--- config.mk ---
export PLATFORM = sky130hd
export DESIGN_NAME = mdio_master
export DESIGN_NICKNAME = d
export VERILOG_FILES = /design/src/rtl/mdio_pkg.sv /design/src/rtl/mdio_clkgen.sv /design/src/rtl/mdio_framer.sv /design/src/rtl/mdio_master.sv
export SDC_FILE = /design/constraint.sdc
export NUM_CORES = 1
export LEC_CHECK = 0
export BUFFER_PORTS_ARGS = -buffer_cell sky130_fd_sc_hd__buf_2
export CORE_MARGIN = 8
export CORE_UTILIZATION = 40
export CTS_CLUSTER_DIAMETER = 100
export CTS_CLUSTER_SIZE = 25
export DETAILED_ROUTE_END_ITERATION = 10
export SYNTH_ARGS = -nofsm -noshare
export SYNTH_HDL_FRONTEND = slang
export SYNTH_SLANG_ARGS = --single-unit
--- constraint.sdc ---
create_clock -name clk -period 1.9 [get_ports clk]
set_clock_uncertainty 0.1 [all_clocks]
set_input_delay 0.19 -clock clk [delete_from_list [all_inputs] [get_ports clk]]
set_output_delay 0.19 -clock clk [all_outputs]
set_load 0.05 [all_outputs]
--- src/rtl/mdio_pkg.sv ---
`timescale 1ns/1ps
package mdio_pkg;

  localparam int FRAME_LEN  = 64;
  localparam int LEAD_LEN   = 32;
  localparam int TURN_POS   = 46;
  localparam int PAYLD_POS  = 48;
  localparam int ADDR_W     = 5;
  localparam int DATA_W     = 16;
  localparam int POS_W      = $clog2(FRAME_LEN);

  typedef enum logic [1:0] {
    OPC_WRITE = 2'b01,
    OPC_READ  = 2'b10
  } mdio_opc_e;

  // Half-period in system cycles: the request, raised so that one full
  // MDC period spans at least 400 ns (which also covers 160 ns per level).
  function automatic int level_cycles(input int clk_ns, input int want);
    int floor_c;
    floor_c = (200 + clk_ns - 1) / clk_ns;
    return (want > floor_c) ? want : floor_c;
  endfunction

  function automatic logic [FRAME_LEN-1:0] make_frame(
    input logic              rd,
    input logic [ADDR_W-1:0] phy,
    input logic [ADDR_W-1:0] rga,
    input logic [DATA_W-1:0] wd
  );
    mdio_opc_e opc;
    opc = rd ? OPC_READ : OPC_WRITE;
    return {{LEAD_LEN{1'b1}}, 2'b01, opc, phy, rga, 2'b10, wd};
  endfunction

endpackage

--- src/rtl/mdio_clkgen.sv ---
`timescale 1ns/1ps
module mdio_clkgen #(
  parameter int HALF = 40
) (
  input  logic clk,
  input  logic rst,
  input  logic run,
  output logic mdc,
  output logic rise_stb,
  output logic fall_stb
);
  localparam int CW = (HALF > 1) ? $clog2(HALF) : 1;

  logic [CW-1:0] cnt;
  logic          wrap;

  assign wrap     = (cnt == CW'(HALF - 1));
  assign rise_stb = run && wrap && !mdc;
  assign fall_stb = run && wrap &&  mdc;

  always_ff @(posedge clk) begin
    if (rst || !run) begin
      cnt <= '0;
      mdc <= 1'b0;
    end else if (wrap) begin
      cnt <= '0;
      mdc <= ~mdc;
    end else begin
      cnt <= cnt + CW'(1);
    end
  end
endmodule

--- src/rtl/mdio_framer.sv ---
`timescale 1ns/1ps
module mdio_framer
  import mdio_pkg::*;
(
  input  logic              clk,
  input  logic              rst,
  input  logic              start,
  input  logic              is_read,
  input  logic              no_preamble,
  input  logic [ADDR_W-1:0] phy_addr,
  input  logic [ADDR_W-1:0] reg_addr,
  input  logic [DATA_W-1:0] wr_data,
  input  logic              rise_stb,
  input  logic              fall_stb,
  input  logic              mdio_i,
  output logic              busy,
  output logic              done,
  output logic              mdio_o,
  output logic              mdio_oe,
  output logic [DATA_W-1:0] rd_data
);
  logic [FRAME_LEN-1:0] shreg;
  logic [FRAME_LEN-1:0] fresh;
  logic [POS_W-1:0]     pos;
  logic [POS_W-1:0]     pos_nx;
  logic                 rd_q;
  logic                 last;

  assign fresh  = make_frame(is_read, phy_addr, reg_addr, wr_data);
  assign pos_nx = pos + POS_W'(1);
  assign last   = (pos == POS_W'(FRAME_LEN - 1));

  always_ff @(posedge clk) begin
    if (rst) begin
      shreg   <= '0;
      pos     <= '0;
      rd_q    <= 1'b0;
      busy    <= 1'b0;
      done    <= 1'b0;
      mdio_o  <= 1'b1;
      mdio_oe <= 1'b0;
      rd_data <= '0;
    end else begin
      done <= 1'b0;
      if (!busy) begin
        if (start) begin
          busy    <= 1'b1;
          rd_q    <= is_read;
          mdio_oe <= 1'b1;
          if (no_preamble) begin
            shreg  <= {fresh[LEAD_LEN-1:0], {LEAD_LEN{1'b0}}};
            pos    <= POS_W'(LEAD_LEN);
            mdio_o <= fresh[LEAD_LEN-1];
          end else begin
            shreg  <= fresh;
            pos    <= '0;
            mdio_o <= fresh[FRAME_LEN-1];
          end
        end
      end else begin
        if (rise_stb && rd_q && (pos >= POS_W'(PAYLD_POS)))
          rd_data <= {rd_data[DATA_W-2:0], mdio_i};
        if (fall_stb) begin
          if (last) begin
            busy    <= 1'b0;
            done    <= 1'b1;
            mdio_oe <= 1'b0;
            mdio_o  <= 1'b1;
          end else begin
            pos     <= pos_nx;
            shreg   <= {shreg[FRAME_LEN-2:0], 1'b0};
            mdio_o  <= shreg[FRAME_LEN-2];
            mdio_oe <= !(rd_q && (pos_nx >= POS_W'(TURN_POS)));
          end
        end
      end
    end
  end
endmodule

--- src/rtl/mdio_master.sv ---
`timescale 1ns/1ps
module mdio_master
  import mdio_pkg::*;
#(
  parameter int CLK_PERIOD_NS = 5,
  parameter int DIV_HALF      = 1
) (
  input  logic        clk,
  input  logic        rst,
  input  logic        start,
  input  logic        is_read,
  input  logic        no_preamble,
  input  logic [4:0]  phy_addr,
  input  logic [4:0]  reg_addr,
  input  logic [15:0] wr_data,
  output logic [15:0] rd_data,
  output logic        busy,
  output logic        done,
  output logic        mdc,
  output logic        mdio_o,
  output logic        mdio_oe,
  input  logic        mdio_i
);
  localparam int HALF = level_cycles(CLK_PERIOD_NS, DIV_HALF);

  logic rise_stb;
  logic fall_stb;

  mdio_clkgen #(.HALF(HALF)) u_clkgen (
    .clk      (clk),
    .rst      (rst),
    .run      (busy),
    .mdc      (mdc),
    .rise_stb (rise_stb),
    .fall_stb (fall_stb)
  );

  mdio_framer u_framer (
    .clk         (clk),
    .rst         (rst),
    .start       (start),
    .is_read     (is_read),
    .no_preamble (no_preamble),
    .phy_addr    (phy_addr),
    .reg_addr    (reg_addr),
    .wr_data     (wr_data),
    .rise_stb    (rise_stb),
    .fall_stb    (fall_stb),
    .mdio_i      (mdio_i),
    .busy        (busy),
    .done        (done),
    .mdio_o      (mdio_o),
    .mdio_oe     (mdio_oe),
    .rd_data     (rd_data)
  );
endmodule

==> impl_metrics.py, run 1 <==
metrics = {
    "place": {
        "port_buffers": 52,
        "placed_area_mm2": 0.00456,
        "gp_congestion": 0.807,
        "dpl.hpwl_mm": 6.31,
    },
    "setup_path": {
        "crit_type": "reg -> reg",
        "arrival_ns": 1.97,
        "required_ns": 2.04,
        "cp_max_fo": 6,
        "end_kind": "register",
        "startpoint_type": "register",
    },
    "run_status": {
        "outcome": "finished, final reports clean",
    },
    "die": {
        "pin_count": 53,
        "die_area_mm2": 0.0135,
        "num_rows": 36,
        "core-area_mm2": 0.00977,
        "die_w_um": 116,
        "initial_core_util_pct": 41.2,
        "die_h_um": 116,
    },
    "synthesis": {
        "synth_fa_ha_area_share_pct": 0.932,
        "synth_edf_count": 0,
        "synth_top_family_by_area": "compound AO/OA/AOI/OAI gates",
        "muxShareOfSynthArea_pct": 3.98,
        "synth_compound_area_share_pct": 20.9,
        "async_flop_share_pct": 0,
        "synth_cell_types": 46,
        "synth_xor_area_share_pct": 1.52,
        "netlist_area_mm2": 0.00403,
        "netlist_instances": 454,
        "synth_warnings": 0,
        "ys_seq_area_share_pct": 48.2,
        "synthSimpleGateAreaFrac_pct": 19.2,
        "synth-seq-cells": 97,
        "synth_nets": 489,
        "avgSynthCellArea_um2": 8.87,
        "synth-main-ff-cell": "dfxtp_1",
    },
    "sta": {
        "whs_ns": 0.0384,
        "period_share_pct": 96.4,
        "min_period_ns": 1.83,
        "maxSlewHeadroom_pct": 73.1,
        "fmax_mhz": 546,
        "slew_viol_final": 0,
        "fin_setup_tns_ns": 0,
        "setup_viol": 0,
        "worst_pin_slew_ns": 0.404,
        "hold_viol": 0,
    },
    "route": {
        "via_per_inst": 5.44,
        "drtPass1Iterations": 4,
        "routedWlPerCell_um": 15.1,
        "drc": 0,
        "drt_iter0_markers": 209,
        "dr_total_vias": 3550,
        "antenna_left": 0,
        "totalWireLength_mm": 9.83,
    },
    "min_path": {
        "hp-class": "in -> reg",
    },
    "clock_tree": {
        "clock_sinks": 97,
        "cts_max_level": 3,
        "cts.clk_slew.worst_paths_ns": 0.09,
        "cts_tree": "built",
        "cts_buffers": 9,
        "worstSkewPairLatency_ns": 0.35,
        "cts_max_path_buffers": 2,
        "clockRootBuffer": "clkbuf_8",
    },
    "global_routing": {
        "track_usage_pct": 14.3,
        "grt_pass1_vias": 3371,
        "grt_pass1_wl_mm": 15.9,
        "antenna_found_initial": 0,
        "overflow": 0,
        "grt_max_degree": 72,
    },
    "run": {
        "cap_viol_max_count": 0,
    },
    "power": {
        "power.total_uw": 4020,
        "leakagePower_uw": 0.00198,
        "power.density_mw_per_mm2": 816,
        "ir_drop_uv": 396,
    },
    "finish": {
        "drive_gt1_share_pct": 24.5,
        "fin_area_mm2": 0.00492,
        "nets": 549,
        "area_delta_synth_final_pct": 22.2,
        "antenna-diode-count": 0,
        "fin_util_pct": 50.4,
        "fillCellCount": 950,
    },
}
worst max-delay path: stages (launching register included):
cell	delay (ns)
dfxtp_2	0.36
ha_4	0.14
and3_4	0.18
and4_4	0.25
a21oi_4	0.09
buf_12	0.16
buf_4	0.13
a221oi_1	0.22
nor3_1	0.08
path summary, 6_finish.rpt:
kind	start	slack, ns	cells past startpoint	endpoint
setup / recovery	u_clkgen.cnt[0]	0.07	8	u_framer.shreg[4]
hold / removal	is_read	0.04	3	u_framer.rd_q
hold reg to reg	u_framer.shreg[30]	0.36	2	u_framer.shreg[30]
setup reg to reg	u_clkgen.cnt[0]	0.07	8	u_framer.shreg[4]
layout make-up:
class	count	area, um^2	share of cell area (%)
inverter	3	11.3	0.229
sequential	97	1950	39.6
multi-input combinational	314	1950	39.7
tap	133	166	3.38
clock inverter	6	66.3	1.35
clock buffer	10	128	2.59
timing repair buffer	89	651	13.2
power by group:
group | leakage (uW) | switching [uW] | internal (uW)
Clock | 0.0000889 | 707 | 611
Combinational | 0.00109 | 294 | 208
Sequential | 0.000796 | 59.2 | 2140
Total | 0.00198 | 1060 | 2960
flip-flops by register name, indices dropped and copies added, names as in the netlist, 6 cells and up:
signal,cells
u_framer.shreg,63
u_framer.pos,6
u_clkgen.cnt,6
u_framer.rd_data,16
stage by stage:
stage / cells / setup WS (ns)
5_1_grt: 652 / -0.0203
3_5_place_dp: 627 / 0.00417
4_1_cts: 645 / 0.0313
3_3_place_gp: 627 / 0.0370
2_1_floorplan: 454 / 0.00257
6_report: 652 / 0.0679
logic make-up (layout without fill, tap and decap cells):
| logic type | after synthesis | count (layout) |
|---|---|---|
| AOI/OAI and AO/OA | 117 | 117 |
| xor gates and xnor gates | 7 | 7 |
| adders and majority gates | 3 | 3 |
| buffers and inverters | 43 | 108 |
| DFF | 97 | 97 |
| muxes | 16 | 16 |
| and+or+nand+nor | 171 | 171 |
cell usage in the layout (no fill, tap or decap), types with 9 or more instances in the layout:
| cell | n |
|---|---|
| clkbuf_8 | 9 |
| a21oi_1 | 40 |
| nor2_1 | 62 |
| o221ai_1 | 26 |
| nand3_1 | 9 |
| buf_2 | 52 |
| dfxtp_1 | 92 |
| buf_4 | 25 |
| mux2i_1 | 16 |
| nand2_1 | 41 |
| a221oi_1 | 21 |
| nor3_1 | 35 |
metal layers:
layer	GRT usage [%]	up-vias	routed length (um)
met5	0	-	0
met4	5.36	0	112
met3	2.64	10	436
met2	23.2	87	4700
met1	18.6	1679	4580
li1	-	1774	-
synthesized netlist by cell type, types with 2 or more instances:
| cell | count | area [um^2] |
|---|---|---|
| a21oi_1 | 40 | 200 |
| buf_2 | 11 | 55.1 |
| nand3_1 | 9 | 45.0 |
| mux2i_1 | 16 | 160 |
| o21ai_0 | 5 | 25.0 |
| a22oi_1 | 2 | 15.0 |
| nand2_1 | 41 | 154 |
| and3_1 | 2 | 12.5 |
| a311oi_1 | 2 | 17.5 |
| clkbuf_1 | 20 | 75.1 |
| buf_6 | 3 | 33.8 |
| dfxtp_1 | 97 | 1940 |
| xor2_1 | 4 | 35.0 |
| a211oi_1 | 6 | 45.0 |
| a221oi_1 | 25 | 219 |
| nand2b_1 | 5 | 31.3 |
| xnor2_1 | 3 | 26.3 |
| o211ai_1 | 3 | 22.5 |
| ha_1 | 3 | 37.5 |
| or3_1 | 3 | 18.8 |
| o221ai_1 | 26 | 228 |
| buf_4 | 4 | 30.0 |
| inv_1 | 3 | 11.3 |
| a21o_1 | 2 | 15.0 |
| nor3_1 | 35 | 175 |
| nor2_1 | 64 | 240 |
what timing repair did:
item / 4_1_cts / 5_1_grt
endpoints found under the setup margin: 2 / 76
endpoints found under the hold margin: 2 / 0
hold buffers: 2 / 0
pin swaps: 0 / 6
buffers inserted: 0 / 7
gates resized for setup: 1 / 26
Note: power is estimated with default switching activity, not from simulation.
==> run 2, diff against run 1 <==
--- a/config.mk
+++ b/config.mk
@@ -6,11 +6,14 @@
 export NUM_CORES = 1
 export LEC_CHECK = 0
 export BUFFER_PORTS_ARGS = -buffer_cell sky130_fd_sc_hd__buf_2
-export CORE_MARGIN = 8
-export CORE_UTILIZATION = 40
+export CELL_PAD_IN_SITES_DETAIL_PLACEMENT = 0
+export CELL_PAD_IN_SITES_GLOBAL_PLACEMENT = 1
+export CORE_MARGIN = 4
+export CORE_UTILIZATION = 39
 export CTS_CLUSTER_DIAMETER = 100
 export CTS_CLUSTER_SIZE = 25
 export DETAILED_ROUTE_END_ITERATION = 10
+export PLACE_DENSITY_LB_ADDON = 0.1
 export SYNTH_ARGS = -nofsm -noshare
 export SYNTH_HDL_FRONTEND = slang
 export SYNTH_SLANG_ARGS = --single-unit
==> impl_metrics.py, run 2 (synthesized netlist as in run 1, its figures left out) <==
metrics = {
    "place": {
        "dpl.hpwl_mm": 6.12,
        "dp.cells": 626,
        "gp_congestion": 0.854,
        "placed_area_mm2": 0.00454,
        "port_buffers": 52,
    },
    "finish": {
        "regMostFlops": "u_framer.shreg",
        "fillCellCount": 931,
        "multi_input_area_mm2": 0.00205,
        "area_delta_synth_final_pct": 25.9,
        "fin_util_pct": 51.2,
        "layout_common_cells": "93 x dfxtp_1, 63 x nor2_1, 52 x buf_2",
        "instances_no_fill": 653,
        "reg_top3": "u_framer.shreg: 63 flops, u_framer.rd_data: 16 flops",
        "largest_reg_flops": 63,
        "ff_latch_area_mm2": 0.00195,
        "nets": 550,
        "final_common_cell": "dfxtp_1",
        "fin_area_mm2": 0.00507,
        "antenna-diode-count": 0,
        "drive_gt1_share_pct": 26.9,
    },
    "clock_tree": {
        "clockRootBuffer": "clkbuf_8",
        "worstSkewPairLatency_ns": 0.36,
        "cts_buffers": 9,
        "cts_max_level": 3,
        "cts.clk_slew.worst_paths_ns": 0.10,
        "cts_max_path_buffers": 2,
        "cts_tree": "built",
        "clock_sinks": 97,
    },
    "sta": {
        "maxSlewHeadroom_pct": 75.4,
        "slew_viol_final": 0,
        "fmax_mhz": 544,
        "hold_viol": 0,
        "setup_viol": 0,
        "whs_ns": 0.0324,
        "period_share_pct": 96.8,
        "min_period_ns": 1.84,
        "worst_pin_slew_ns": 0.369,
    },
    "route": {
        "drc": 0,
        "routedWlPerCell_um": 15.4,
        "drtPass1Iterations": 4,
        "totalWireLength_mm": 10.1,
        "antenna_left": 0,
        "via_per_inst": 5.47,
        "drt_iter0_markers": 185,
        "dr_total_vias": 3569,
    },
    "setup_path": {
        "crit_end": "u_framer.shreg[9]",
        "r2r-end": "u_framer.shreg[9]",
        "r2r-start": "u_clkgen.cnt[1]",
        "worstSetupStartpoint": "u_clkgen.cnt[1]",
        "cp_max_fo": 15,
        "reg2reg_depth": 8,
        "crit_type": "reg -> reg",
        "required_ns": 2.05,
        "end_kind": "register",
        "startpoint_type": "register",
        "arrival_ns": 1.99,
        "r2r_slack_ns": 0.06,
    },
    "die": {
        "initial_core_util_pct": 40.7,
        "num_rows": 36,
        "core-area_mm2": 0.00991,
        "pin_count": 53,
        "die_w_um": 110,
        "die_area_mm2": 0.0120,
        "die_h_um": 110,
    },
    "global_routing": {
        "grt_pass1_vias": 3337,
        "antenna_found_initial": 0,
        "top_usage_layer": "met2",
        "track_usage_pct": 16.4,
        "overflow": 0,
        "grt_pass1_wl_mm": 16.0,
        "use_met2_pct": 25.6,
        "grt_max_degree": 71,
        "grt_use_met3_pct": 2.70,
        "grtUsageMet1_pct": 22.8,
    },
    "min_path": {
        "holdPathStages": 3,
        "min-delay-start": "is_read",
        "hp-class": "in -> reg",
    },
    "power": {
        "ir_drop_uv": 380,
        "power.density_mw_per_mm2": 788,
        "leakagePower_uw": 0.00204,
    },
    "run_status": {
        "outcome": "finished, final reports clean",
    },
    "run": {
        "cap_viol_max_count": 0,
    },
}
run 2: power by group:
group / internal [uW] / leakage [uW] / switching (uW) / total (uW)
logic: 235 / 0.00116 / 317 / 552
registers: 2140 / 0.000796 / 63.9 / 2200
clock network: 496 / 0.0000892 / 748 / 1240
run 2: routing by layer:
layer | up-vias | wire [um]
li1 | 1778 | -
met1 | 1719 | 5000
met2 | 65 | 4590
met3 | 7 | 401
met4 | 0 | 82
met5 | - | 0
run 2: through the flow:
step,power (uW),worst slack [ns],setup TNS (ns)
after CTS,3970,-0.00345,-0.00727
final,4000,0.0603,0
after detailed placement,2710,-0.0111,-0.0111
after global routing,4200,-0.0262,-0.0742
after global placement,2700,0.0394,0
after floorplan,2550,0.00257,0
run 2: how the worst min path moves through the flow:
| stage | end | slack [ns] |
|---|---|---|
| finish | u_framer.rd_q | 0.03 |
| global route | u_framer.rd_q | 0.03 |
| CTS | u_framer.rd_q | 0.01 |
| detailed placement | u_framer.rd_data[0] | 0.34 |
| global placement | u_framer.rd_data[0] | 0.33 |
| floorplan | u_framer.mdio_o | 0.21 |
run 2: what timing repair did:
action,in CTS,in global routing
hold buffers,2,0
endpoints found under the setup margin,4,83
hold endpoints to repair,2,0
resized for setup,1,32
pin swaps,0,9
buffers inserted,0,4
gates cloned,0,5
run 2: layout make-up:
type                            count  share of cell area (%)
Clock buffer                       10                    2.52
Sequential cell                    97                    38.4
Timing Repair Buffer               90                    14.3
Clock inverter                      6                   0.986
Inverter                            3                   0.222
Multi-Input combinational cell    314                    40.3
Tap cell                          133                    3.28
run 2: critical path: stages, from the launching register on:
cell and delay (ns):
dfxtp_2 0.36, ha_4 0.14, and3_4 0.19, and4_4 0.25, a21oi_4 0.06, buf_12 0.16, buf_12 0.15, a221oi_1 0.23
nor3_1 0.08
